===== config.mk =====
export PLATFORM = sky130hd
export DESIGN_NAME = nand_key_gate
export DESIGN_NICKNAME = d
export VERILOG_FILES = /design/src/rtl/nand_key_gate_pkg.sv /design/src/rtl/key_seq.sv /design/src/rtl/prot_regs.sv /design/src/rtl/nand_key_gate.sv
export SDC_FILE = /design/constraint.sdc
export NUM_CORES = 1
export LEC_CHECK = 0
export CAP_MARGIN = 20
export CORE_MARGIN = 5
export CORE_UTILIZATION = 35
export DETAILED_ROUTE_END_ITERATION = 8
export PLACE_DENSITY = 0.78
export SLEW_MARGIN = 40
export SYNTH_ARGS = -nofsm -noshare
export SYNTH_HDL_FRONTEND = slang
export SYNTH_SLANG_ARGS = --single-unit

===== constraint.sdc =====
create_clock -name clk_i -period 2 [get_ports clk_i]
set_input_delay 0.4 -clock clk_i [delete_from_list [all_inputs] [get_ports clk_i]]
set_output_delay 0.4 -clock clk_i [all_outputs]
set_load 0.02 [all_outputs]

===== src/rtl/nand_key_gate_pkg.sv =====
package nand_key_gate_pkg;
  localparam int unsigned DATA_W = 16;
  localparam logic [DATA_W-1:0] KEY_LO   = 16'hD200;
  localparam logic [DATA_W-1:0] KEY_HI   = 16'h1500;
  localparam logic [DATA_W-1:0] GLOB_SET = 16'h8000;
  localparam int unsigned STEPS  = 4;
  localparam int unsigned STEP_W = $clog2(STEPS);
endpackage


===== src/rtl/key_seq.sv =====
module key_seq
  import nand_key_gate_pkg::*;
#(
  parameter int unsigned ADDR_W = 16,
  parameter logic [ADDR_W-1:0] KEY_A = '0,
  parameter logic [ADDR_W-1:0] KEY_B = '0,
  parameter logic [ADDR_W-1:0] KEY_C = '0,
  parameter logic [ADDR_W-1:0] KEY_D = '0,
  parameter logic [ADDR_W-1:0] LOCK_ADDR = '0
) (
  input  logic              clk_i,
  input  logic              rst_ni,
  input  logic              wr_en_i,
  input  logic [ADDR_W-1:0] wr_addr_i,
  input  logic [DATA_W-1:0] wr_data_i,
  output logic              win_o
);
  localparam logic [STEP_W-1:0] LAST = STEP_W'(STEPS - 1);

  logic [STEP_W-1:0] step_q, step_d;
  logic              win_q, win_d;
  logic              is_key, match, restart, fire, lock_hit;
  logic [ADDR_W-1:0] exp_addr;
  logic [DATA_W-1:0] exp_data;

  always_comb begin
    unique case (step_q)
      2'd0:    begin exp_addr = KEY_A; exp_data = KEY_LO; end
      2'd1:    begin exp_addr = KEY_B; exp_data = KEY_HI; end
      2'd2:    begin exp_addr = KEY_C; exp_data = KEY_LO; end
      default: begin exp_addr = KEY_D; exp_data = KEY_HI; end
    endcase
  end

  assign is_key   = (wr_addr_i == KEY_A) || (wr_addr_i == KEY_B) ||
                    (wr_addr_i == KEY_C) || (wr_addr_i == KEY_D);
  assign match    = (wr_addr_i == exp_addr) && (wr_data_i == exp_data);
  assign restart  = (wr_addr_i == KEY_A) && (wr_data_i == KEY_LO);
  assign lock_hit = wr_en_i && (wr_addr_i == LOCK_ADDR) && (wr_data_i == KEY_HI);

  always_comb begin
    step_d = step_q;
    fire   = 1'b0;
    if (wr_en_i && is_key) begin
      if (match) begin
        if (step_q == LAST) begin
          step_d = '0;
          fire   = 1'b1;
        end else begin
          step_d = step_q + 1'b1;
        end
      end else if (restart) begin
        step_d = STEP_W'(1);
      end else begin
        step_d = '0;
      end
    end
    win_d = win_q;
    if (fire)          win_d = 1'b1;
    else if (lock_hit) win_d = 1'b0;
  end

  always_ff @(posedge clk_i or negedge rst_ni) begin
    if (!rst_ni) begin
      step_q <= '0;
      win_q  <= 1'b0;
    end else begin
      step_q <= step_d;
      win_q  <= win_d;
    end
  end

  assign win_o = win_q;


  win_rise_chk: assert property (@(posedge clk_i) disable iff (!rst_ni)
    $rose(win_q) |-> $past(wr_en_i && wr_addr_i == KEY_D && wr_data_i == KEY_HI && step_q == LAST));

  win_fall_chk: assert property (@(posedge clk_i) disable iff (!rst_ni)
    $fell(win_q) |-> $past(wr_en_i && wr_addr_i == LOCK_ADDR && wr_data_i == KEY_HI));

  step_drop_chk: assert property (@(posedge clk_i) disable iff (!rst_ni)
    (wr_en_i && is_key && !match && !restart) |=> (step_q == '0));

  step_hold_chk: assert property (@(posedge clk_i) disable iff (!rst_ni)
    (!wr_en_i || !is_key) |=> $stable(step_q));
endmodule


===== src/rtl/prot_regs.sv =====
module prot_regs
  import nand_key_gate_pkg::*;
#(
  parameter int unsigned ADDR_W = 16,
  parameter logic [ADDR_W-1:0] GLOB_ADDR  = '0,
  parameter logic [ADDR_W-1:0] NLOCK_ADDR = '0,
  parameter logic [ADDR_W-1:0] NEN_ADDR   = '0
) (
  input  logic              clk_i,
  input  logic              rst_ni,
  input  logic              wr_en_i,
  input  logic [ADDR_W-1:0] wr_addr_i,
  input  logic [DATA_W-1:0] wr_data_i,
  input  logic              win_i,
  output logic              nand_ok_o,
  output logic              glob_en_o,
  output logic              ce_n_o,
  output logic              wp_n_o
);
  logic       wr_ok;
  logic       ok_q, glob_q;
  logic [1:0] pins_q;

  assign wr_ok = wr_en_i && win_i;

  always_ff @(posedge clk_i or negedge rst_ni) begin
    if (!rst_ni) begin
      ok_q   <= 1'b0;
      glob_q <= 1'b0;
      pins_q <= 2'b00;
    end else if (wr_ok) begin
      if (wr_addr_i == NLOCK_ADDR) begin
        if (wr_data_i == KEY_HI)      ok_q <= 1'b1;
        else if (wr_data_i == KEY_LO) ok_q <= 1'b0;
      end
      if (wr_addr_i == GLOB_ADDR && wr_data_i == GLOB_SET) glob_q <= 1'b1;
      if (wr_addr_i == NEN_ADDR) pins_q <= wr_data_i[1:0];
    end
  end

  assign nand_ok_o = ok_q;
  assign glob_en_o = glob_q;
  assign ce_n_o    = pins_q[0];
  assign wp_n_o    = pins_q[1];


  closed_hold_chk: assert property (@(posedge clk_i) disable iff (!rst_ni)
    !win_i |=> $stable({ok_q, glob_q, pins_q}));

  ok_src_chk: assert property (@(posedge clk_i) disable iff (!rst_ni)
    !$stable(ok_q) |-> $past(wr_ok && wr_addr_i == NLOCK_ADDR));

  glob_rise_chk: assert property (@(posedge clk_i) disable iff (!rst_ni)
    $rose(glob_q) |-> $past(wr_ok && wr_addr_i == GLOB_ADDR && wr_data_i == GLOB_SET));

  pins_src_chk: assert property (@(posedge clk_i) disable iff (!rst_ni)
    !$stable(pins_q) |-> $past(wr_ok && wr_addr_i == NEN_ADDR));
endmodule


===== src/rtl/nand_key_gate.sv =====
module nand_key_gate
  import nand_key_gate_pkg::*;
#(
  parameter int unsigned ADDR_W = 16,
  parameter logic [ADDR_W-1:0] KEY_A      = 16'hFF00,
  parameter logic [ADDR_W-1:0] KEY_B      = 16'h0000,
  parameter logic [ADDR_W-1:0] KEY_C      = 16'h0100,
  parameter logic [ADDR_W-1:0] KEY_D      = 16'h0200,
  parameter logic [ADDR_W-1:0] LOCK_ADDR  = 16'hFE00,
  parameter logic [ADDR_W-1:0] GLOB_ADDR  = 16'hC400,
  parameter logic [ADDR_W-1:0] NLOCK_ADDR = 16'hE200,
  parameter logic [ADDR_W-1:0] NEN_ADDR   = 16'hA000
) (
  input  logic              clk_i,
  input  logic              rst_ni,
  input  logic              wr_en_i,
  input  logic [ADDR_W-1:0] wr_addr_i,
  input  logic [DATA_W-1:0] wr_data_i,
  output logic              win_open_o,
  output logic              nand_ok_o,
  output logic              glob_en_o,
  output logic              nand_ce_n_o,
  output logic              nand_wp_n_o
);
  logic win;

  key_seq #(
    .ADDR_W(ADDR_W), .KEY_A(KEY_A), .KEY_B(KEY_B), .KEY_C(KEY_C),
    .KEY_D(KEY_D), .LOCK_ADDR(LOCK_ADDR)
  ) u_seq (
    .clk_i(clk_i), .rst_ni(rst_ni), .wr_en_i(wr_en_i),
    .wr_addr_i(wr_addr_i), .wr_data_i(wr_data_i), .win_o(win)
  );

  prot_regs #(
    .ADDR_W(ADDR_W), .GLOB_ADDR(GLOB_ADDR), .NLOCK_ADDR(NLOCK_ADDR),
    .NEN_ADDR(NEN_ADDR)
  ) u_regs (
    .clk_i(clk_i), .rst_ni(rst_ni), .wr_en_i(wr_en_i),
    .wr_addr_i(wr_addr_i), .wr_data_i(wr_data_i), .win_i(win),
    .nand_ok_o(nand_ok_o), .glob_en_o(glob_en_o),
    .ce_n_o(nand_ce_n_o), .wp_n_o(nand_wp_n_o)
  );

  assign win_open_o = win;


  reset_state_chk: assert property (@(posedge clk_i)
    !rst_ni |-> (!win_open_o && !nand_ok_o && !glob_en_o && !nand_ce_n_o && !nand_wp_n_o));
endmodule


==> results.cfg <==
[run_status]
outcome = completed

[critical_path]
worst_setup_path_end_kind = flip-flop
crit_type = input port to flip-flop
cp_cell_sequence = clkdlybuf4s50_1 > nor4_4 > nand2_2 > buf_4 > or4_4 > o21ai_2 > o21ai_1
crit_fanout = 4
startpoint_type = input port
cp_data_required_time_ns = 2.14
crit_slowest_cell = or4_4
cp.arrival_ns = 2.07
ff2ff_path_depth = 7
r2r-end = u_seq.step_q[0]
rrSetupSlack_ns = 0.11
reg2reg_from = u_seq.step_q[0]
slowest_delay_ns = 0.52

[grt]
grt_first_pass_wirelength_um = 3801
grt_max_degree = 8
grt_pass1_vias = 873
antenna_found_initial = 0
grtUsageTotal_pct = 18.25
grt-ovfl-total = 0

[synthesis]
syn-num-nets = 104
ys_top_cells_by_area = dfrtp_1 28%, nand4b_1 7.0%, nor4_2 6.0%
netlist_area_um2 = 626.9
yosysSeqAreaShare_pct = 27.94
yosysWarnings = 0
ys_ff_latch = 7
synth_cells = 67
yosys.area.top_type = dfrtp_1
ys_types = 36
synth_top_area_share_pct = 27.94
synth_area_per_cell_um2 = 9.356

[clock_tree]
path_clk_slew_ns = 0.06
cts_tree = done
cts_made_buffers = 3
htree_levels = 1
clock_path_buffers = 2
insertion_delay_ns = 0.26
cts_root_buffer = clkbuf_4
cts.sinks = 7

[sta]
fmax_ghz = 0.5183
hold_violations = 0
setup_violations = 0
rsz0062_at_grt = false
setup_tns_ns = 0
layout_min_cycle_time_ns = 1.929
worstMarginPinSlew_ns = 0.3201
period_share_pct = 96.46
slew_viol_final = 0
worst_slack_ns = 0.07073
relSlewSlack_pct = 78.61
skew_ns = 0.005648
worst_hold_slack_ns = 0.3999

[route]
ant_nets = 0
drt-total-wl_um = 2503
drtIter0Drc = 15
first_pass_iters = 4
routed_via_density = 5.318
drc = 0
dr_total_vias = 835
post_drt_wl_per_cell_um = 15.94

[power]
swShare_pct = 25.97
p_per_area_nw_per_um2 = 299.4
p_int_mw = 0.2895
leakagePower_nw = 0.5380
ir_drop_mv = 0.4260
p_sw_mw = 0.1016
p_comb_share_pct = 30.1
clkPwrFrac_pct = 33.6
seq_power_share_pct = 36.2

[floorplan]
rows = 15
initial_core_util_pct = 36.70
dieHeight_um = 52.32
fp.dieArea_um2 = 2737
boundaryPins = 40
coreArea_um2 = 1708
die_w_um = 52.32

[cells_and_area]
drive_gt1_share_pct = 33.59
seq_area_um2 = 175.2
layout_commonest_cell = clkdlybuf4s50_1
final_core_util_pct = 76.48
nets = 169
fillerInstances = 120
fin_area_um2 = 1306
syn_to_final_growth_pct = 108.4
layout_common_cells = 24 x clkdlybuf4s50_1, 20 x buf_4, 10 x dlygate4sd2_1, 7 x dfrtp_1
multi_input_area_um2 = 510.5

[placement]
dp_hpwl_um = 1963
port-buffer-count = 39
gp_congestion = 0.8633
place_ws_ns = -0.3821
dpl_cell_area_um2 = 1184

[hold_path]
hp-class = input port to async pin

[flow_run]
maxCapViolCount = 0
what timing repair did:
item | CTS | global route
hold buffers | 0 | 0
endpoints found under the setup margin | 6 | 6
buffers inserted | 2 | 1
pin swaps | 14 | 10
gates resized for setup | 16 | 14
metal layers:
metal  up-vias  global-route usage, %  share of wire, %
met5         -                      0                 0
met4         0                  8.085               1.7
met3         4                  3.419               4.9
met2        26                  31.82                50
met1       397                  21.34                44
li1        408                      -                 -
final cells by class:
type / count / area share, %
repair buffers: 60 / 42.24
flip-flops and latches: 7 / 13.41
multi-input cells: 58 / 39.08
diodes: 1 / 0.1916
inverters: 2 / 0.5747
clock buffers: 3 / 1.724
clock inverters: 1 / 0.3831
well taps: 25 / 2.395
worst max-delay path by stage:
| stage | startpoint | endpoint | slack (ns) | cells after the start |
|---|---|---|---|---|
| final | wr_addr_i[5] | u_regs.nand_ok_o | 0.07 | 7 |
| after global routing | wr_addr_i[5] | u_regs.pins_q[1] | 0.005 | 6 |
| after CTS | wr_data_i[1] | u_seq.win_o | 0.01 | 6 |
| after detailed placement | wr_addr_i[7] | u_seq.win_o | -0.38 | 6 |
| after global placement | wr_data_i[2] | u_seq.win_o | -0.34 | 6 |
| after floorplan | wr_addr_i[7] | u_seq.win_o | 0.12 | 5 |
worst max-delay path: cells and delay by family:
kind | cells | cell delay, ns
simple gates | 3 | 0.84
buf+inv | 2 | 0.60
compound gates | 2 | 0.22
sequential cells by signal, indices dropped and copies added (netlist names):
register	count
u_regs.glob_en_o	1
u_regs.nand_ok_o	1
u_regs.pins_q	2
u_seq.win_o	1
u_seq.step_q	2
logic make-up (layout without fill, tap and decap cells):
group	count (synthesis)	count (layout)	synth area share, %
AOI/OAI and AO/OA	12	12	15.17
xor gates and xnor gates	1	1	1.397
adders and majority gates	2	2	3.991
buffers and inverters	2	66	1.198
DFF	7	7	27.94
muxes	2	2	3.593
other	0	1	0
and+or+nand+nor	41	41	46.71
Yosys cell counts (all sizes together):
master	n
o2bb2a	1
a21oi	1
nand4	2
nor4b	2
nor4	4
mux2	2
or4b	1
nand2b	2
inv	2
o21bai	1
o21ai	2
xnor2	1
or3	1
nand4b	5
ha	2
a211oi	1
o41a	1
and3	1
dfrtp	7
nand2	3
a32oi	1
nand3	5
o31a	1
nand4bb	1
or4	1
nor2	4
a31o	2
o2111ai	1
nor3b	3
and4b	1
nor3	5
through the flow:
| step | std cells | power (mW) |
|---|---|---|
| 2_1_floorplan | 67 | 0.1601 |
| 3_3_place_gp | 149 | 0.2602 |
| 3_5_place_dp | 149 | 0.2617 |
| 4_1_cts | 155 | 0.3900 |
| 5_1_grt | 156 | 0.4068 |
| 6_report | 157 | 0.3910 |
power by group through the flow:
| stage | Sequential [mW] | Combinational [mW] | Clock (mW) |
|---|---|---|---|
| after floorplan | 0.144 | 0.0158 | 0 |
| after global placement | 0.144 | 0.116 | 0 |
| after detailed placement | 0.144 | 0.117 | 0 |
| after CTS | 0.142 | 0.114 | 0.134 |
| after global routing | 0.142 | 0.125 | 0.141 |
| final | 0.142 | 0.118 | 0.132 |
Power figures use the tool's default switching activity.
